==> config.mk <==
export PLATFORM = sky130hd
export DESIGN_NAME = addr_resolver
export DESIGN_NICKNAME = d
export VERILOG_FILES = /design/src/rtl/addr_res_pkg.sv /design/src/rtl/ea_wrap_add.sv /design/src/rtl/ea_seq.sv /design/src/rtl/ea_out.sv /design/src/rtl/addr_resolver.sv
export SDC_FILE = /design/constraint.sdc
export NUM_CORES = 1
export LEC_CHECK = 0
export CORE_MARGIN = 1
export CORE_UTILIZATION = 60
export DETAILED_ROUTE_END_ITERATION = 8
export DONT_BUFFER_PORTS = 1
export HOLD_SLACK_MARGIN = 0.1
export PLACE_DENSITY = 0.79
export SETUP_SLACK_MARGIN = 0.1
export SLEW_MARGIN = 20
export SYNTH_ARGS = -nofsm -noshare
export SYNTH_HDL_FRONTEND = slang
export SYNTH_HIERARCHICAL = 1
export SYNTH_SLANG_ARGS = --single-unit
export TNS_END_PERCENT = 1
==> constraint.sdc <==
create_clock -name clk -period 12.4 [get_ports clk]
set_input_delay 1.86 -clock clk [delete_from_list [all_inputs] [get_ports clk]]
set_output_delay 1.86 -clock clk [all_outputs]
set_load 0.1 [all_outputs]
==> src/rtl/addr_res_pkg.sv <==
package addr_res_pkg;
  localparam int MODE_W = 4;

  typedef enum logic [MODE_W-1:0] {
    AM_IMM     = 4'd0,
    AM_ZP      = 4'd1,
    AM_ZPX     = 4'd2,
    AM_ZPY     = 4'd3,
    AM_ABS     = 4'd4,
    AM_ABSX    = 4'd5,
    AM_ABSY    = 4'd6,
    AM_IND     = 4'd7,
    AM_PREIDX  = 4'd8,
    AM_POSTIDX = 4'd9
  } am_e;

  typedef enum logic [2:0] {
    ST_IDLE, ST_OP0, ST_OP1, ST_PTR0, ST_PTR1
  } seq_st_e;

  function automatic logic is_zp_direct(input logic [MODE_W-1:0] m);
    return (m == AM_ZP) || (m == AM_ZPX) || (m == AM_ZPY);
  endfunction

  function automatic logic is_two_byte(input logic [MODE_W-1:0] m);
    return (m == AM_ABS) || (m == AM_ABSX) || (m == AM_ABSY) || (m == AM_IND);
  endfunction

  function automatic logic is_zp_ptr(input logic [MODE_W-1:0] m);
    return (m == AM_PREIDX) || (m == AM_POSTIDX);
  endfunction

  function automatic logic needs_fetch(input logic [MODE_W-1:0] m);
    return is_zp_direct(m) || is_two_byte(m) || is_zp_ptr(m);
  endfunction

  function automatic logic is_reserved(input logic [MODE_W-1:0] m);
    return m > AM_POSTIDX;
  endfunction
endpackage

==> src/rtl/ea_wrap_add.sv <==
module ea_wrap_add #(
  parameter int DATA_W     = 8,
  parameter bit PAGE_LOCAL = 1'b0,
  localparam int ADDR_W    = 2 * DATA_W
) (
  input  logic [ADDR_W-1:0] base_i,
  input  logic [DATA_W-1:0] inc_i,
  output logic [ADDR_W-1:0] sum_o
);
  generate
    if (PAGE_LOCAL) begin : g_page
      // carry out of the low byte is dropped; page stays put
      assign sum_o = {base_i[ADDR_W-1:DATA_W], base_i[DATA_W-1:0] + inc_i};
    end else begin : g_full
      assign sum_o = base_i + {{DATA_W{1'b0}}, inc_i};
    end
  endgenerate
endmodule

==> src/rtl/ea_seq.sv <==
module ea_seq
  import addr_res_pkg::*;
#(
  parameter int DATA_W  = 8,
  localparam int ADDR_W = 2 * DATA_W
) (
  input  logic              clk,
  input  logic              rst,
  input  logic              start_i,
  input  logic [MODE_W-1:0] mode_i,
  input  logic [ADDR_W-1:0] pc_i,
  input  logic [DATA_W-1:0] x_i,
  input  logic [DATA_W-1:0] y_i,
  input  logic [DATA_W-1:0] mem_rdata_i,
  input  logic [ADDR_W-1:0] pc_inc1_i,
  input  logic [ADDR_W-1:0] zp_ptr_lo_i,
  input  logic [ADDR_W-1:0] zp_ptr_hi_i,
  input  logic [ADDR_W-1:0] ind_hi_i,
  output logic              mem_rd_o,
  output logic [ADDR_W-1:0] mem_addr_o,
  output logic [MODE_W-1:0] ctx_mode_o,
  output logic [ADDR_W-1:0] ctx_pc_o,
  output logic [DATA_W-1:0] ctx_x_o,
  output logic [DATA_W-1:0] ctx_y_o,
  output logic [DATA_W-1:0] op0_o,
  output logic [DATA_W-1:0] op1_o,
  output logic [DATA_W-1:0] p0_o,
  output logic [DATA_W-1:0] p1_o,
  output logic              done_o
);
  seq_st_e           st_q;
  logic              rd_q;
  logic [ADDR_W-1:0] addr_q;
  logic [MODE_W-1:0] mode_q;
  logic [ADDR_W-1:0] pc_q;
  logic [DATA_W-1:0] x_q, y_q;
  logic [DATA_W-1:0] op0_q, op1_q, p0_q, p1_q;

  assign mem_rd_o   = rd_q;
  assign mem_addr_o = addr_q;

  // context: live inputs while idle, latched copy once busy
  always_comb begin
    ctx_mode_o = (st_q == ST_IDLE) ? mode_i : mode_q;
    ctx_pc_o   = (st_q == ST_IDLE) ? pc_i   : pc_q;
    ctx_x_o    = (st_q == ST_IDLE) ? x_i    : x_q;
    ctx_y_o    = (st_q == ST_IDLE) ? y_i    : y_q;
    op0_o      = (st_q == ST_OP0)  ? mem_rdata_i : op0_q;
    op1_o      = (st_q == ST_OP1)  ? mem_rdata_i : op1_q;
    p0_o       = (st_q == ST_PTR0) ? mem_rdata_i : p0_q;
    p1_o       = (st_q == ST_PTR1) ? mem_rdata_i : p1_q;
  end

  always_comb begin
    done_o = 1'b0;
    case (st_q)
      ST_IDLE: done_o = start_i && !needs_fetch(mode_i);
      ST_OP0:  done_o = is_zp_direct(mode_q);
      ST_OP1:  done_o = (mode_q != AM_IND);
      ST_PTR1: done_o = 1'b1;
      default: done_o = 1'b0;
    endcase
  end

  always_ff @(posedge clk) begin
    if (rst) begin
      st_q   <= ST_IDLE;
      rd_q   <= 1'b0;
      addr_q <= '0;
      mode_q <= '0;
      pc_q   <= '0;
      x_q    <= '0;
      y_q    <= '0;
      op0_q  <= '0;
      op1_q  <= '0;
      p0_q   <= '0;
      p1_q   <= '0;
    end else begin
      case (st_q)
        ST_IDLE: begin
          if (start_i) begin
            mode_q <= mode_i;
            pc_q   <= pc_i;
            x_q    <= x_i;
            y_q    <= y_i;
            if (needs_fetch(mode_i)) begin
              rd_q   <= 1'b1;
              addr_q <= pc_i;
              st_q   <= ST_OP0;
            end
          end
        end
        ST_OP0: begin
          op0_q <= mem_rdata_i;
          if (is_two_byte(mode_q)) begin
            addr_q <= pc_inc1_i;
            st_q   <= ST_OP1;
          end else if (is_zp_ptr(mode_q)) begin
            addr_q <= zp_ptr_lo_i;
            st_q   <= ST_PTR0;
          end else begin
            rd_q <= 1'b0;
            st_q <= ST_IDLE;
          end
        end
        ST_OP1: begin
          op1_q <= mem_rdata_i;
          if (mode_q == AM_IND) begin
            addr_q <= {mem_rdata_i, op0_q};
            st_q   <= ST_PTR0;
          end else begin
            rd_q <= 1'b0;
            st_q <= ST_IDLE;
          end
        end
        ST_PTR0: begin
          p0_q   <= mem_rdata_i;
          addr_q <= (mode_q == AM_IND) ? ind_hi_i : zp_ptr_hi_i;
          st_q   <= ST_PTR1;
        end
        ST_PTR1: begin
          p1_q <= mem_rdata_i;
          rd_q <= 1'b0;
          st_q <= ST_IDLE;
        end
        default: begin
          rd_q <= 1'b0;
          st_q <= ST_IDLE;
        end
      endcase
    end
  end

  // reads only happen while a resolution is under way
  assert_rd_only_busy_R9: assert property (@(posedge clk) disable iff (rst)
    mem_rd_o |-> (st_q != ST_IDLE));

  // the first fetch of every operand is at the latched PC
  assert_first_fetch_pc_R4: assert property (@(posedge clk) disable iff (rst)
    (st_q == ST_OP0) |-> (mem_addr_o == pc_q));

  // indirect high-byte fetch stays on the pointer's page
  assert_ind_hi_same_page_R5: assert property (@(posedge clk) disable iff (rst)
    (st_q == ST_PTR1 && mode_q == AM_IND) |->
      (mem_addr_o[ADDR_W-1:DATA_W] == $past(mem_addr_o[ADDR_W-1:DATA_W])));

  // zero-page pointer low byte is fetched from page zero
  assert_zp_ptr_page0_R6: assert property (@(posedge clk) disable iff (rst)
    (st_q == ST_PTR0 && is_zp_ptr(mode_q)) |-> (mem_addr_o[ADDR_W-1:DATA_W] == '0));

  // latched PC is frozen while busy
  assert_busy_holds_ctx_R10: assert property (@(posedge clk) disable iff (rst)
    (st_q != ST_IDLE) |=> $stable(pc_q));
endmodule

==> src/rtl/ea_out.sv <==
module ea_out
  import addr_res_pkg::*;
#(
  parameter int DATA_W  = 8,
  localparam int ADDR_W = 2 * DATA_W
) (
  input  logic              clk,
  input  logic              rst,
  input  logic              done_i,
  input  logic [MODE_W-1:0] mode_i,
  input  logic [ADDR_W-1:0] pc_i,
  input  logic [ADDR_W-1:0] zp_idx_i,
  input  logic [ADDR_W-1:0] abs_idx_i,
  input  logic [ADDR_W-1:0] ptr_i,
  input  logic [ADDR_W-1:0] post_i,
  input  logic [ADDR_W-1:0] pc_p1_i,
  input  logic [ADDR_W-1:0] pc_p2_i,
  output logic [ADDR_W-1:0] ea_o,
  output logic [ADDR_W-1:0] pc_o,
  output logic              valid_o
);
  logic [ADDR_W-1:0] ea_d, pc_d;
  logic [MODE_W-1:0] mode_r;

  always_comb begin
    ea_d = pc_i;
    pc_d = pc_i;
    case (mode_i)
      AM_IMM:                  begin ea_d = pc_i;      pc_d = pc_p1_i; end
      AM_ZP, AM_ZPX, AM_ZPY:   begin ea_d = zp_idx_i;  pc_d = pc_p1_i; end
      AM_ABS, AM_ABSX, AM_ABSY: begin ea_d = abs_idx_i; pc_d = pc_p2_i; end
      AM_IND:                  begin ea_d = ptr_i;     pc_d = pc_p2_i; end
      AM_PREIDX:               begin ea_d = ptr_i;     pc_d = pc_p1_i; end
      AM_POSTIDX:              begin ea_d = post_i;    pc_d = pc_p1_i; end
      default:                 begin ea_d = pc_i;      pc_d = pc_i;    end
    endcase
  end

  always_ff @(posedge clk) begin
    if (rst) begin
      ea_o    <= '0;
      pc_o    <= '0;
      valid_o <= 1'b0;
      mode_r  <= '0;
    end else begin
      valid_o <= done_i;
      if (done_i) begin
        ea_o   <= ea_d;
        pc_o   <= pc_d;
        mode_r <= mode_i;
      end
    end
  end

  // zero-page results never leave page zero
  assert_zp_page0_R2: assert property (@(posedge clk) disable iff (rst)
    (valid_o && is_zp_direct(mode_r)) |-> (ea_o[ADDR_W-1:DATA_W] == '0));

  // reserved codes leave PC where it was and point at it
  assert_reserved_pc_R12: assert property (@(posedge clk) disable iff (rst)
    (valid_o && is_reserved(mode_r)) |-> (ea_o == pc_o));
endmodule

==> src/rtl/addr_resolver.sv <==
module addr_resolver
  import addr_res_pkg::*;
#(
  parameter int DATA_W  = 8,
  localparam int ADDR_W = 2 * DATA_W
) (
  input  logic              clk,
  input  logic              rst,
  input  logic              start_i,
  input  logic [MODE_W-1:0] mode_i,
  input  logic [ADDR_W-1:0] pc_i,
  input  logic [DATA_W-1:0] x_i,
  input  logic [DATA_W-1:0] y_i,
  input  logic [DATA_W-1:0] mem_rdata_i,
  output logic              mem_rd_o,
  output logic [ADDR_W-1:0] mem_addr_o,
  output logic [ADDR_W-1:0] ea_o,
  output logic [ADDR_W-1:0] pc_next_o,
  output logic              valid_o
);
  logic [MODE_W-1:0] ctx_mode;
  logic [ADDR_W-1:0] ctx_pc;
  logic [DATA_W-1:0] ctx_x, ctx_y;
  logic [DATA_W-1:0] op0, op1, p0, p1;
  logic              done;
  logic [DATA_W-1:0] zp_inc, abs_inc;
  logic [ADDR_W-1:0] zp_idx, zp_ptr_hi, ind_hi, abs_idx, post_idx, pc_p1, pc_p2;

  always_comb begin
    case (ctx_mode)
      AM_ZPX, AM_PREIDX: zp_inc = ctx_x;
      AM_ZPY:            zp_inc = ctx_y;
      default:           zp_inc = '0;
    endcase
    case (ctx_mode)
      AM_ABSX: abs_inc = ctx_x;
      AM_ABSY: abs_inc = ctx_y;
      default: abs_inc = '0;
    endcase
  end

  ea_wrap_add #(.DATA_W(DATA_W), .PAGE_LOCAL(1'b1)) u_zp_idx (
    .base_i({{DATA_W{1'b0}}, op0}), .inc_i(zp_inc), .sum_o(zp_idx));
  ea_wrap_add #(.DATA_W(DATA_W), .PAGE_LOCAL(1'b0)) u_zp_ptr_hi (
    .base_i(zp_idx), .inc_i(DATA_W'(1)), .sum_o(zp_ptr_hi));
  ea_wrap_add #(.DATA_W(DATA_W), .PAGE_LOCAL(1'b1)) u_ind_hi (
    .base_i({op1, op0}), .inc_i(DATA_W'(1)), .sum_o(ind_hi));
  ea_wrap_add #(.DATA_W(DATA_W), .PAGE_LOCAL(1'b0)) u_abs_idx (
    .base_i({op1, op0}), .inc_i(abs_inc), .sum_o(abs_idx));
  ea_wrap_add #(.DATA_W(DATA_W), .PAGE_LOCAL(1'b0)) u_post (
    .base_i({p1, p0}), .inc_i(ctx_y), .sum_o(post_idx));
  ea_wrap_add #(.DATA_W(DATA_W), .PAGE_LOCAL(1'b0)) u_pc1 (
    .base_i(ctx_pc), .inc_i(DATA_W'(1)), .sum_o(pc_p1));
  ea_wrap_add #(.DATA_W(DATA_W), .PAGE_LOCAL(1'b0)) u_pc2 (
    .base_i(ctx_pc), .inc_i(DATA_W'(2)), .sum_o(pc_p2));

  ea_seq #(.DATA_W(DATA_W)) u_seq (
    .clk(clk), .rst(rst), .start_i(start_i), .mode_i(mode_i),
    .pc_i(pc_i), .x_i(x_i), .y_i(y_i), .mem_rdata_i(mem_rdata_i),
    .pc_inc1_i(pc_p1), .zp_ptr_lo_i(zp_idx), .zp_ptr_hi_i(zp_ptr_hi),
    .ind_hi_i(ind_hi), .mem_rd_o(mem_rd_o), .mem_addr_o(mem_addr_o),
    .ctx_mode_o(ctx_mode), .ctx_pc_o(ctx_pc), .ctx_x_o(ctx_x), .ctx_y_o(ctx_y),
    .op0_o(op0), .op1_o(op1), .p0_o(p0), .p1_o(p1), .done_o(done));

  ea_out #(.DATA_W(DATA_W)) u_out (
    .clk(clk), .rst(rst), .done_i(done), .mode_i(ctx_mode), .pc_i(ctx_pc),
    .zp_idx_i(zp_idx), .abs_idx_i(abs_idx), .ptr_i({p1, p0}),
    .post_i(post_idx), .pc_p1_i(pc_p1), .pc_p2_i(pc_p2),
    .ea_o(ea_o), .pc_o(pc_next_o), .valid_o(valid_o));
endmodule

---- Word-level counts from Yosys, hierarchy flattened ----
Index checks and enable logic that the tools add are counted.
W data, S select, Z words.
word-level totals
  memory bits (writable) .................. 0
  output and inout port bits .............. 50
  memories kept ........................... 0
  ROM bits ................................ 0
  input bits .............................. 47
  register bits after elaboration ......... 121
  word-level logic and storage cells ...... 122
  bits in latches ......................... 0
cells by class
  divide/modulo/power cells ............... 0
  multiplexer cells ....................... 32
  shifts and indexed selects .............. 0
  multiply operators ...................... 0
  add/sub/neg operators ................... 7
  reduce and logical (&&, ||, !) cells .... 29
  magnitude comparators ................... 0
  bitwise gates (word level) .............. 1
  equal/unequal tests ..................... 39
operator list
  cell                     count
  $pmux W16 S4             2
  $mux W16                 7
  $eq A4 B3 Y1 const B     12
  $mux W8                  6
  $add A16 B8 Y16          2
  $pmux W16 S2             1
  $pmux W8 S2              2
  $eq A4 B2 Y1 const B     6
  $eq A4 B4 Y1 const B     6
  $add A16 B1 Y16 const B  1
  $add A16 B2 Y16 const B  1
  $logic_or A1 B1 Y1       14
  $eq A4 B1 Y1 const B     3
  $ne A2 B2 Y1 const B     6
  $pmux W3 S4              1
  $add A8 B1 Y9 const B    1
  $mux W3                  3
  $add A8 B1 Y8 const B    1
  $add A8 B8 Y8            1
  $pmux W1 S4              2
  $eq A3 B2 Y1 const B     2
  $reduce_and A6 Y1        1
  $reduce_or A3 Y1         2
  $reduce_or A6 Y1         1
  17 further kinds         24

---- Longest topological paths before layout ----
Gate-level depths: netlist of run 1.
  depth in word-level cells ............... 9
  depth in mapped cells ................... 25
  gate-level depth less buffers ........... 21

---- Hierarchy ----
Netlist of run 1, hierarchy kept.
modules (own cells, without submodules)
  module                       sequential area each (sq um)  area an instance (sq um)  instances  cells each
  ea_seq                       1761.7                        4609.4                    1          537
  ea_out                       660.6                         2437.3                    1          320
  ea_wrap_add (u_abs_idx ...)  0.0                           490.5                     4          62
  ea_wrap_add (u_ind_hi ...)   0.0                           370.4                     2          49
  ea_wrap_add (u_zp_ptr_hi)    0.0                           506.7                     1          58
  addr_resolver                0.0                           415.4                     1          59

---- Worst setup path before layout of run 1 ----
OpenSTA, ideal clock, no wires.
  kind .................................... input to register
  from .................................... input port mode_i[3]
  to ...................................... register u_seq.addr_q[7] (netlist: u_seq/mem_addr_o[7])
  library setup time ...................... 0.092 ns
  cell stages on the path ................. 17
  data arrival time ....................... 4.990 ns
  required time ........................... 12.308 ns
  buffers on the path ..................... 0
  path slack .............................. 7.317 ns
  cell sequence ........................... nand2_1 > nand2_1 > nand3b_2 > o32ai_1 > ha_1 > a211oi_1 > o21bai_1 > a21oi_1 > xnor2_1 > ha_1 > or3_1 > o211ai_1 > xnor2_1 > mux2i_1 > nand2_1 > a21oi_1 > o32ai_1
on the way
  longest elaborated chain between the ends .. 8
  elaborated cells on any way between the ends .. 31
  those cells by class .................... add/sub: 2; eq/ne: 13; mux: 6; reduce/logical: 10
RTL lines
  element                                       RTL line             text
  from (decl)                                   addr_resolver.sv:10  input logic [MODE_W-1:0] mode_i,
  $mux W4 (*)                                   ea_seq.sv:44         ctx_mode_o = (st_q == ST_IDLE) ? mode_i : mode_q;
  named net ctx_mode[3]                         addr_resolver.sv:21  logic [MODE_W-1:0] ctx_mode;
  $eq A4 B2 Y1 or $eq A4 B4 Y1 (tied branches)  addr_resolver.sv:30  case (ctx_mode)
  $reduce_or A2 Y1                              addr_resolver.sv:30
  $pmux W8 S2 (*)                               addr_resolver.sv:30
  named net zp_inc[1]                           addr_resolver.sv:26  logic [DATA_W-1:0] zp_inc, abs_inc;
  $add A8 B8 Y8 (*)                             ea_wrap_add.sv:13    assign sum_o = {base_i[ADDR_W-1:DATA_W], base_i[DATA_W-1:0] + inc_i};
  named net zp_idx[5]                           addr_resolver.sv:27  logic [ADDR_W-1:0] zp_idx, zp_ptr_hi, ind_hi, abs_idx, post_idx, pc_p1, pc_p2;
  $add A8 B1 Y9 (*)                             ea_wrap_add.sv:15    assign sum_o = base_i + {{DATA_W{1'b0}}, inc_i};
  named net zp_ptr_hi[7]                        addr_resolver.sv:27
  $mux W16 (*)                                  ea_seq.sv:118        addr_q <= (mode_q == AM_IND) ? ind_hi_i : zp_ptr_hi_i;
  $pmux W16 S4 (*)                              ea_seq.sv:79         case (st_q)
  to (signal assigned)                          ea_seq.sv:88         addr_q <= pc_i;
  to (signal assigned)                          ea_seq.sv:96         addr_q <= pc_inc1_i;
  to (signal assigned)                          ea_seq.sv:118
  to (decl)                                     ea_seq.sv:33         logic [ADDR_W-1:0] addr_q;
The timed path passes the listed nets; every way through them passes the cells marked *. The select of a mux whose other input is x is not followed.
A chain may end at the register's enable or synchronous reset.

---- Final worst setup path of run 1 ----
  from .................................... register u_seq.st_q[2]
  to ...................................... register u_seq.addr_q[8] (netlist: u_seq/mem_addr_o[8])
on the way
  longest elaborated chain between the ends .. 9
  elaborated cells on any way between the ends .. 27
  those cells by class .................... add/sub: 3; eq/ne: 10; mux: 10; reduce/logical: 4
RTL lines
  element                                       RTL line             text
  from (decl)                                   ea_seq.sv:31         seq_st_e st_q;
  from (signal assigned)                        ea_seq.sv:67         st_q <= ST_IDLE;
  from (signal assigned)                        ea_seq.sv:89         st_q <= ST_OP0;
  from (signal assigned)                        ea_seq.sv:97         st_q <= ST_OP1;
  $logic_not A3 Y1 (*)                          ea_seq.sv:44
  $mux W4 (*)                                   ea_seq.sv:44
  named net ctx_mode[0]                         addr_resolver.sv:21
  $eq A4 B2 Y1 or $eq A4 B4 Y1 (tied branches)  addr_resolver.sv:30
  $reduce_or A2 Y1                              addr_resolver.sv:30
  $pmux W8 S2 (*)                               addr_resolver.sv:30
  named net zp_inc[0]                           addr_resolver.sv:26
  $add A8 B8 Y8 (*)                             ea_wrap_add.sv:13
  named net zp_idx[4]                           addr_resolver.sv:27
  $add A8 B1 Y9 (*)                             ea_wrap_add.sv:15
  named net zp_ptr_hi[8]                        addr_resolver.sv:27
  $mux W16 (*)                                  ea_seq.sv:118
  $pmux W16 S4 (*)                              ea_seq.sv:79
The timed path passes the listed nets; every way through them passes the cells marked *.

==> impl_metrics.py, run 1 <==
metrics = {
    "global_routing": {
        "grt_pass1_vias": 9191,
        "met3_usage_pct": 10.9,
        "antenna_found_initial": 0,
        "grt_usage_pct": 35.2,
        "grt_pass1_wl_um": 49400,
        "grt.met2_usage_pct": 54.1,
        "overflow": 0,
        "met1_usage_pct": 45.6,
        "grt_max_degree": 108,
        "busiest_layer": "met2",
    },
    "final_layout": {
        "multi_input_area_um2": 7640,
        "finalNetCount": 1397,
        "nFillCells": 1507,
        "num_antenna_cells": 0,
        "drive_above_1_share_pct": 14.2,
        "syn2layout_area_growth_pct": 5.31,
        "regArea_um2": 2420,
    },
    "synthesis": {
        "synthDistinctLibCells": 75,
        "yosysWarnings": 6,
        "avgSynthCellArea_um2": 8.08,
        "async_flop_share_pct": 0,
        "synth_compound_area_share_pct": 25.6,
        "synth_top_area_share_pct": 22.7,
        "ys_ff_latch": 121,
        "synth_edf_count": 0,
        "synth_area_leaders": "dfxtp_1 (23%), mux2_2 (6.9%), ha_1 (6.3%), nand2_1 (6.0%), a21oi_1 (6.0%)",
        "netlist_instances": 1320,
        "yosys.area_share.adder_pct": 7.64,
        "synth_xor_area_share_pct": 5.90,
        "netlist_area_um2": 10700,
        "ys_seq_area_share_pct": 22.7,
        "synth_top_family_by_area": "compound AO/OA/AOI/OAI gates",
        "yosys.area.top_type": "dfxtp_1",
        "synth_ff_type": "dfxtp_1",
        "synthMuxAreaShare_pct": 11.7,
        "synthSimpleGateAreaFrac_pct": 18.9,
    },
    "floorplanning": {
        "rows": 48,
        "initial_core_util_pct": 61.5,
        "die-area_um2": 18300,
        "die_w_um": 135,
        "core_um2": 17400,
        "ios": 97,
        "dieHeight_um": 135,
    },
    "setup_path": {
        "end_kind": "flip-flop",
        "critical_path_required_ns": 12.73,
        "worstPathMaxFanout": 60,
        "arrival_ns": 6.06,
        "cp-start-kind": "flip-flop",
        "r2r_slack_ns": 6.67,
        "path_class": "reg2reg",
    },
    "sta": {
        "rsz0062_at_grt": "false",
        "period_minus_slack_ns": 5.73,
        "hold_viol_final": 0,
        "max-slew-margin-rel_pct": 28.2,
        "fmax_ghz": 0.175,
        "skew_ns": 0.00844,
        "finalSetupViolCount": 0,
        "worst_pin_slew_ns": 1.08,
        "finalSetupTns_ns": 0,
        "report.final.slew_viol_count": 0,
        "fin_crit_sh_pct": 46.2,
    },
    "cts": {
        "cts_tree": "yes",
        "cts.clk_slew.worst_paths_ns": 0.06,
        "postCtsHoldBufs": 0,
        "cts_buffer_depth": 2,
        "cts-buffers-inserted": 17,
        "postCtsSetupBuffers": 0,
        "cts_resized": 0,
        "clkSinkCount": 121,
        "cts_htree_levels": 4,
        "clk_latency_ns": 0.43,
        "cts_root_buf": "clkbuf_16",
    },
    "detailed_routing": {
        "wire_per_inst_um": 20.9,
        "dr.pass1.iters": 6,
        "drt_iter0_drc": 1257,
        "drc": 0,
        "vias": 9930,
        "drtAntennaViolNets": 0,
        "drt-vias-per-instance": 6.50,
        "wl_um": 31900,
    },
    "power_and_ir_drop": {
        "p_total_mw": 1.62,
        "ir_drop_uv": 133,
        "powerDensity_nw_per_um2": 144,
        "p_leak_nw": 4.67,
    },
    "placement": {
        "port_buffers": 0,
        "dp_hpwl_um": 22900,
        "gp_congestion": 0.972,
    },
    "run_status": {
        "status": "finished clean",
    },
    "flow_run": {
        "max_cap_viol_count": 0,
    },
    "hold_path": {
        "hp-class": "reg2reg",
    },
}
==> worst max-delay path, cell delays in order, from the launching register on <==
cell,delay [ns]
dfxtp_1,0.64
nor3_2,0.34
buf_4,0.47
nand2_1,0.13
nand2_2,0.07
buf_4,0.51
nand3b_2,0.28
o32ai_1,0.30
ha_1,0.25
inv_1,0.07
fa_1,0.43
nor2b_4,0.13
o21ai_0,0.11
a21oi_1,0.34
ha_1,0.31
o211ai_1,0.17
o211ai_2,0.28
nand2_1,0.10
xnor2_1,0.14
mux2i_1,0.08
nand2_1,0.07
a21oi_1,0.07
o32ai_1,0.29
==> sequential cells by signal, indices dropped and copies added, names as in the netlist, 16 cells and up <==
name and count:
u_seq/pc_q 16, u_out/ea_o 16, u_seq/mem_addr_o 16, u_out/pc_o 16
==> path summary, 6_finish.rpt <==
| kind | to | from | cells after the start |
|---|---|---|---|
| worst max-delay path | u_seq/mem_addr_o[8]$_SDFFE_PP0P_ | u_seq/st_q[2]$_SDFFE_PP0P_ | 22 |
| worst min-delay path | u_seq/y_q[3]$_SDFFE_PP0P_ | u_seq/y_q[3]$_SDFFE_PP0P_ | 2 |
| worst max register to register | u_seq/mem_addr_o[8]$_SDFFE_PP0P_ | u_seq/st_q[2]$_SDFFE_PP0P_ | 22 |
| worst min register to register | u_seq/y_q[3]$_SDFFE_PP0P_ | u_seq/y_q[3]$_SDFFE_PP0P_ | 2 |
==> kinds of logic after synthesis <==
logic type      Yosys count
flops                   121
xor+xnor                 71
compound gates          364
other cells               2
buf+inv                 161
fa+ha+maj                61
mux                     117
simple gates            423
==> Yosys cell counts (5+ instances only) <==
library cell	number
nand2_1	171
a21oi_1	128
dfxtp_1	121
nor2_1	104
mux2_2	65
inv_1	57
ha_1	54
xnor2_1	53
mux2i_1	52
clkbuf_1	40
nor2b_1	39
buf_2	28
buf_4	23
nand3_1	22
a211oi_1	21
a221oi_1	19
nand3b_1	17
o21ai_0	17
o21bai_1	17
xor2_1	17
a222oi_1	16
o22ai_1	15
o32ai_1	15
a21o_1	13
o2111ai_1	12
and3_1	11
nor3_1	11
a2111oi_2	10
o32ai_2	10
a21oi_2	9
o211ai_1	9
buf_6	8
fa_1	7
a2111oi_0	6
a41oi_1	6
nand4_1	6
o21a_1	6
or3b_2	6
o21ai_2	5
==> stage by stage <==
step           std cells  utilization, %  instance area [um^2]  hold slack, ns  setup WS (ns)
2_1_floorplan       1362               -                 10800           0.434           7.32
3_3_place_gp        1495            61.3                 10600           0.434           6.65
3_5_place_dp        1495            61.3                 10600           0.438           6.50
4_1_cts             1527            64.7                 11200           0.447           6.79
5_1_grt             1527            64.7                 11200           0.469           6.23
6_report            1527            64.7                 11200           0.445           6.67
==> where the power goes <==
part	total, mW	leakage, nW	internal, mW	switching (mW)
clock	0.501	0.285	0.311	0.191
sequential	0.580	0.989	0.419	0.161
combinational	0.541	3.40	0.206	0.335
==> per-layer routing <==
metal | routed length [um] | part of all wire (%)
met5 | 0 | 0
met4 | 1010 | 3.2
met3 | 3350 | 11
met2 | 14200 | 44
met1 | 13300 | 42
==> cells in the final DEF, fill, tap and decap left out, types with 7 or more instances in the layout <==
cell	instances
xor2_1	17
a2111oi_2	10
and3_1	11
o32ai_2	10
o2111ai_1	12
a21o_1	13
nand3b_1	17
a221oi_1	19
nor3_1	10
a21oi_1	128
o21bai_1	17
conb_1	44
a211oi_1	21
ha_1	54
xnor2_1	53
nand2_1	170
o211ai_1	9
fa_1	7
clkbuf_16	17
a21oi_2	9
dfxtp_1	121
nor2_1	103
o32ai_1	15
mux2_2	65
nand3_1	22
o21ai_0	17
buf_4	12
a222oi_1	16
nor2b_1	38
o22ai_1	15
mux2i_1	52
inv_1	57
==> cell type report <==
type	instances	area share, %
multi-input cells	1080	68.0
flip-flops and latches	121	21.6
clock buffers	21	4.19
well taps	225	2.51
inverters	57	1.90
clock inverters	11	1.07
repair buffers	12	0.802
(Power assumes the default switching activity.)
==> run 2, diff against run 1 <==
--- a/config.mk
+++ b/config.mk
@@ -5,6 +5,7 @@
 export SDC_FILE = /design/constraint.sdc
 export NUM_CORES = 1
 export LEC_CHECK = 0
+export ABC_AREA = 1
 export CORE_MARGIN = 1
 export CORE_UTILIZATION = 60
 export DETAILED_ROUTE_END_ITERATION = 8
==> constraint.sdc (replaced) <==
create_clock -name clk -period 5.4 [get_ports clk]
set_input_delay 0.81 -clock clk [delete_from_list [all_inputs] [get_ports clk]]
set_output_delay 0.81 -clock clk [all_outputs]
set_load 0.1 [all_outputs]
==> run 2 against run 1 <==
  * Critical path depth grew 6
  * Flip-flop and latch count is the same
  * Clock power grew 140%
  * Area after synthesis grew 10%
  * Count of clock-buffer cells in the layout shrank 3
  * Maximum frequency grew 25%
  * Largest power group is now combinational logic
  * First-iteration DRC count grew 9.3%
  * Wire length grew 22%
==> impl_metrics.py, run 2 <==
metrics = {
    "run_status": {
        "status": "finished clean",
    },
    "final_layout": {
        "stdcell_area_um2": 12600,
        "num_antenna_cells": 0,
        "syn2layout_area_growth_pct": 6.68,
        "finalNetCount": 2092,
        "drive_above_1_share_pct": 9.71,
        "fin_cells": 2257,
        "layout_common_cells": "nand2_1 (602), inv_1 (299), nand3_1 (163)",
        "layout_commonest_cell": "nand2_1",
    },
    "synthesis": {
        "synthDistinctLibCells": 47,
        "yosysMostFrequentCell": "nand2_1",
        "synth_ff_type": "dfxtp_1",
        "async_flop_share_pct": 0,
        "ys_top_cells_by_count": "nand2_1 (602), inv_1 (299), nand3_1 (163)",
        "synth_top_area_share_pct": 20.6,
        "ys_seq_area_share_pct": 20.6,
        "synth_edf_count": 0,
        "synth_area_leaders": "dfxtp_1 (21%), nand2_1 (19%), inv_1 (9.5%), nand3_1 (6.9%), ha_1 (5.7%)",
        "netlist_area_um2": 11800,
        "ys_ff_latch": 121,
        "yosysWarnings": 6,
        "avgSynthCellArea_um2": 5.92,
        "netlist_instances": 1987,
        "yosys.area.top_type": "dfxtp_1",
    },
    "power_and_ir_drop": {
        "p_comb_share_pct": 37.8,
        "p_leak_nw": 6.59,
        "internal_power_mw": 2.18,
        "powerDensity_nw_per_um2": 323,
        "ir_drop_uv": 249,
        "p_seq_share_pct": 33.0,
        "power_frac_clock_pct": 29.2,
        "p_sw_mw": 1.88,
        "p_sw_share_pct": 46.3,
    },
    "placement": {
        "placed_cell_area_um2": 11900,
        "dp_hpwl_um": 30400,
        "gp_congestion": 0.988,
        "port_buffers": 0,
        "placedCellCount": 2225,
    },
    "sta": {
        "skew_ns": 0.0129,
        "period_minus_slack_ns": 4.58,
        "rsz0062_at_grt": "false",
        "finalSetupViolCount": 0,
        "hold_viol_final": 0,
        "finalSetupTns_ns": 0,
        "fin_crit_sh_pct": 84.7,
        "report.final.slew_viol_count": 0,
        "max-slew-margin-rel_pct": 27.0,
        "fmax_ghz": 0.219,
        "whs_ns": 0.449,
        "worst_pin_slew_ns": 1.09,
    },
    "setup_path": {
        "crit_slowest_cell": "fa_1",
        "r2r-start": "u_seq/st_q[1]$_SDFFE_PP0P_",
        "slowest_delay_ns": 0.40,
        "rr_endpoint": "u_seq/mem_addr_o[6]$_SDFFE_PP0P_",
        "cp-start-kind": "flip-flop",
        "path_class": "reg2reg",
        "r2r_slack_ns": 0.82,
        "worst-r2r-cell-count": 28,
        "end_kind": "flip-flop",
        "worstPathMaxFanout": 29,
        "cp_common_cell": "nand2_1",
        "arrival_ns": 4.93,
        "crit_start": "u_seq/st_q[1]$_SDFFE_PP0P_",
        "critical_path_required_ns": 5.75,
    },
    "detailed_routing": {
        "dr.pass1.iters": 6,
        "wl_um": 39000,
        "vias": 12800,
        "drt_iter0_drc": 1374,
        "drtAntennaViolNets": 0,
        "drc": 0,
        "drt-vias-per-instance": 5.69,
        "wire_per_inst_um": 17.3,
    },
    "hold_path": {
        "hp-class": "reg2reg",
        "hold_depth": 2,
        "hold_path_end": "u_seq/x_q[5]$_SDFFE_PP0P_",
        "worstHoldStart": "u_seq/x_q[5]$_SDFFE_PP0P_",
    },
    "cts": {
        "clkSinkCount": 121,
        "cts_resized": 0,
        "clk_latency_ns": 0.42,
        "cts-buffers-inserted": 17,
        "postCtsHoldBufs": 0,
        "cts_tree": "yes",
        "cts_root_buf": "clkbuf_16",
        "postCtsSetupBuffers": 0,
        "cts_buffer_depth": 2,
        "cts.clk_slew.worst_paths_ns": 0.06,
        "cts_htree_levels": 4,
    },
    "floorplanning": {
        "die_w_um": 142,
        "ios": 97,
        "rows": 50,
        "die-area_um2": 20200,
        "initial_core_util_pct": 62.1,
        "core_um2": 19000,
        "dieHeight_um": 142,
    },
    "global_routing": {
        "grt_usage_pct": 39.0,
        "antenna_found_initial": 0,
        "grt_max_degree": 73,
        "grt_pass1_vias": 11300,
        "overflow": 0,
        "grt_pass1_wl_um": 60100,
    },
    "flow_run": {
        "max_cap_viol_count": 0,
    },
}
run 2: logic make-up after synthesis:
family          after synthesis  synth area share (%)
simple gates               1064                  40.8
buf+inv                     410                  14.4
compound gates              289                  13.9
flops                       121                  20.6
fa+ha+maj                    61                  6.93
xor+xnor                     40                  3.30
other cells                   2                0.0638
run 2: how the worst max path moves through the flow:
stage / endpoint / slack (ns) / cells after the start
2_1_floorplan: u_seq/mem_addr_o[8]$_SDFFE_PP0P_ / 1.11 / 26
3_3_place_gp: u_seq/mem_addr_o[8]$_SDFFE_PP0P_ / 1.14 / 23
3_5_place_dp: u_seq/mem_addr_o[6]$_SDFFE_PP0P_ / 0.97 / 28
4_1_cts: u_seq/mem_addr_o[6]$_SDFFE_PP0P_ / 0.93 / 28
5_1_grt: u_seq/mem_addr_o[6]$_SDFFE_PP0P_ / 0.34 / 28
6_report: u_seq/mem_addr_o[6]$_SDFFE_PP0P_ / 0.82 / 28
run 2: metrics by stage:
step | total power [mW] | setup WS, ns | utilization, %
CTS | 3.99 | 0.932 | 66.2
detailed placement | 2.81 | 0.968 | 63.0
floorplan | 2.50 | 1.11 | -
global route | 4.27 | 0.336 | 66.2
finish | 4.05 | 0.824 | 66.2
global placement | 2.78 | 1.14 | 63.0
run 2: area by class of cell:
type / instances / area, um^2
Tap cell: 260 / 325
Sequential cell: 121 / 2420
Clock buffer: 18 / 439
Fill cell: 1795 / 6400
Timing Repair Buffer: 19 / 143
Inverter: 327 / 1230
Clock inverter: 14 / 160
Multi-Input combinational cell: 1498 / 7840
run 2: layer usage:
layer,part of all wire [%],vias up,wire [um],global-route usage [%]
li1,-,6232,-,-
met1,43,5898,16600,51.3
met2,43,625,16800,59.9
met3,9.8,94,3810,8.65
met4,4.5,0,1760,19.8
met5,0,-,0,0
run 2: worst max-delay path, delay by kind of cell (launching register included):
kind / cells / cell delay, ns
buffers and inverters: 6 / 0.82
xor gates and xnor gates: 2 / 0.51
adders and majority gates: 3 / 0.84
AOI/OAI and AO/OA: 2 / 0.21
and+or+nand+nor: 15 / 1.78
DFF: 1 / 0.36
run 2: power groups by stage:
stage,Clock (mW),Sequential (mW),Combinational [mW]
after floorplan,0,1.34,1.16
after global placement,0,1.35,1.43
after detailed placement,0,1.36,1.45
after CTS,1.19,1.34,1.46
after global routing,1.23,1.35,1.69
final,1.18,1.34,1.53
==> run 3, diff against run 2 <==
==> constraint.sdc (replaced) <==
create_clock -name clk -period 4.7 [get_ports clk]
set_input_delay 0.705 -clock clk [delete_from_list [all_inputs] [get_ports clk]]
set_output_delay 0.705 -clock clk [all_outputs]
set_load 0.1 [all_outputs]
==> run 3 against run 2 <==
  * Combinational power rose by 16%
  * Die area did not move
  * Global-route usage fell by 0.37 points
  * Highest routed layer unchanged
  * Hold slack got worse by 0.11 ns
  * Largest cell class unchanged
  * Non-clock buffer count rose by 2
  * Critical endpoint is now u_seq/mem_addr_o[8]$_SDFFE_PP0P_
  * Via count fell by 1.5%
  * Total power rose by 15%
  * Register-to-register slack got worse by 0.30 ns
  * Maximum frequency rose by 9.7%
==> impl_metrics.py, run 3 (synthesis gave the netlist of run 2 again) <==
metrics = {
    "cts": {
        "cts_resized": 0,
        "cts_tree": "yes",
        "postCtsHoldBufs": 0,
        "cts-buffers-inserted": 17,
        "clk_latency_ns": 0.43,
        "cts_htree_levels": 4,
        "postCtsSetupBuffers": 0,
        "cts_root_buf": "clkbuf_16",
        "clkSinkCount": 121,
        "cts.clk_slew.worst_paths_ns": 0.06,
        "cts_buffer_depth": 2,
    },
    "floorplanning": {
        "initial_core_util_pct": 62.1,
        "dieHeight_um": 142,
        "core_um2": 19000,
        "rows": 50,
        "ios": 97,
        "die_w_um": 142,
        "die-area_um2": 20200,
    },
    "detailed_routing": {
        "drt_iter0_drc": 1388,
        "dr.pass1.iters": 6,
        "drt-vias-per-instance": 5.60,
        "drtAntennaViolNets": 0,
        "wire_per_inst_um": 17.0,
        "drc": 0,
        "vias": 12700,
        "wl_um": 38400,
    },
    "setup_path": {
        "slowest_delay_ns": 0.59,
        "crit_slowest_cell": "o21ai_0",
        "worstPathMaxFanout": 28,
        "end_kind": "flip-flop",
        "path_class": "reg2reg",
        "critical_path_required_ns": 5.06,
        "arrival_ns": 4.53,
        "cp_common_cell": "nand2_1",
        "cp-start-kind": "flip-flop",
    },
    "final_layout": {
        "num_antenna_cells": 0,
        "nFillCells": 1806,
        "drive_above_1_share_pct": 9.80,
        "layout_common_cells": "nand2_1 (602), inv_1 (298), nand3_1 (163)",
        "final_util_pct": 66.3,
        "syn2layout_area_growth_pct": 6.77,
        "layout_commonest_cell": "nand2_1",
        "finalNetCount": 2094,
    },
    "global_routing": {
        "grt_pass1_vias": 11300,
        "overflow": 0,
        "grt_pass1_wl_um": 59900,
        "antenna_found_initial": 0,
        "grt_usage_pct": 38.7,
        "grt_max_degree": 73,
    },
    "sta": {
        "skew_ns": 0.00973,
        "setup_slack_ns": 0.528,
        "fmax_ghz": 0.240,
        "worst_pin_slew_ns": 1.06,
        "rsz0062_at_grt": "false",
        "report.final.slew_viol_count": 0,
        "finalSetupViolCount": 0,
        "max-slew-margin-rel_pct": 28.9,
        "hold_viol_final": 0,
        "fin_crit_sh_pct": 88.8,
        "period_minus_slack_ns": 4.17,
        "whs_ns": 0.339,
        "finalSetupTns_ns": 0,
    },
    "power_and_ir_drop": {
        "ir_drop_uv": 270,
        "internal_power_mw": 2.49,
        "power_frac_clock_pct": 29.1,
        "p_comb_share_pct": 38.0,
        "p_sw_mw": 2.16,
        "p_total_mw": 4.65,
        "p_leak_nw": 6.60,
        "p_seq_share_pct": 33.0,
        "p_sw_share_pct": 46.5,
        "powerDensity_nw_per_um2": 370,
    },
    "hold_path": {
        "hp-class": "in2reg",
    },
    "flow_run": {
        "max_cap_viol_count": 0,
    },
    "placement": {
        "dp_hpwl_um": 29600,
        "gp_congestion": 0.976,
        "place_ws_ns": 0.662,
        "port_buffers": 0,
    },
    "run_status": {
        "status": "finished clean",
    },
}
## run 3: cell count changes in the layout (fill, tap and decap cells not counted), sizes merged
cell	before	now
clkinv	7	9
buf	19	21
clkbuf	18	17
inv	329	328
## run 3: metrics by stage
step / cell area, um^2 / instances
floorplan: 11900 / 2029
global placement: 12000 / 2227
detailed placement: 12000 / 2227
CTS: 12600 / 2259
global route: 12600 / 2259
finish: 12600 / 2259
## run 3: cell type report
class	count	area, um^2	area share, %
multi-input cells	1498	7830	62.3
flip-flops and latches	121	2420	19.3
inverters	327	1230	9.79
clock buffers	17	425	3.39
well taps	260	325	2.59
repair buffers	21	170	1.35
clock inverters	15	165	1.31
## run 3: power groups by stage
| stage | Sequential, mW | Clock [mW] | Combinational, mW |
|---|---|---|---|
| finish | 1.53 | 1.35 | 1.77 |
| global route | 1.54 | 1.40 | 1.95 |
| CTS | 1.53 | 1.36 | 1.68 |
| detailed placement | 1.56 | 0 | 1.67 |
| global placement | 1.55 | 0 | 1.65 |
| floorplan | 1.54 | 0 | 1.34 |
## run 3: worst paths after layout
check / startpoint / to / slack, ns / cells past startpoint
worst max-delay path: u_seq/st_q[1]$_SDFFE_PP0P_ / u_seq/mem_addr_o[8]$_SDFFE_PP0P_ / 0.53 / 28
worst min-delay path: rst / u_out/ea_o[1]$_SDFFE_PP0P_ / 0.34 / 1
worst max register to register: u_seq/st_q[1]$_SDFFE_PP0P_ / u_seq/mem_addr_o[8]$_SDFFE_PP0P_ / 0.53 / 28
worst min register to register: u_seq/pc_q[2]$_SDFFE_PP0P_ / u_seq/pc_q[2]$_SDFFE_PP0P_ / 0.45 / 2
## run 3: layer usage
layer	GRT usage, %	share of wire [%]
met4	19.2	4.3
met1	50.4	42
met5	0	0
met3	9.08	10
met2	59.6	44
## run 3: worst max-delay path: cells and delay by family (launching register included)
family | cells | cell delay, ns
AO/OA/AOI/OAI | 2 | 0.71
XOR/XNOR | 1 | 0.14
adder cells (fa/ha/maj) | 2 | 0.69
buffers and inverters | 5 | 0.50
flip-flops | 1 | 0.42
AND/OR/NAND/NOR | 18 | 1.66
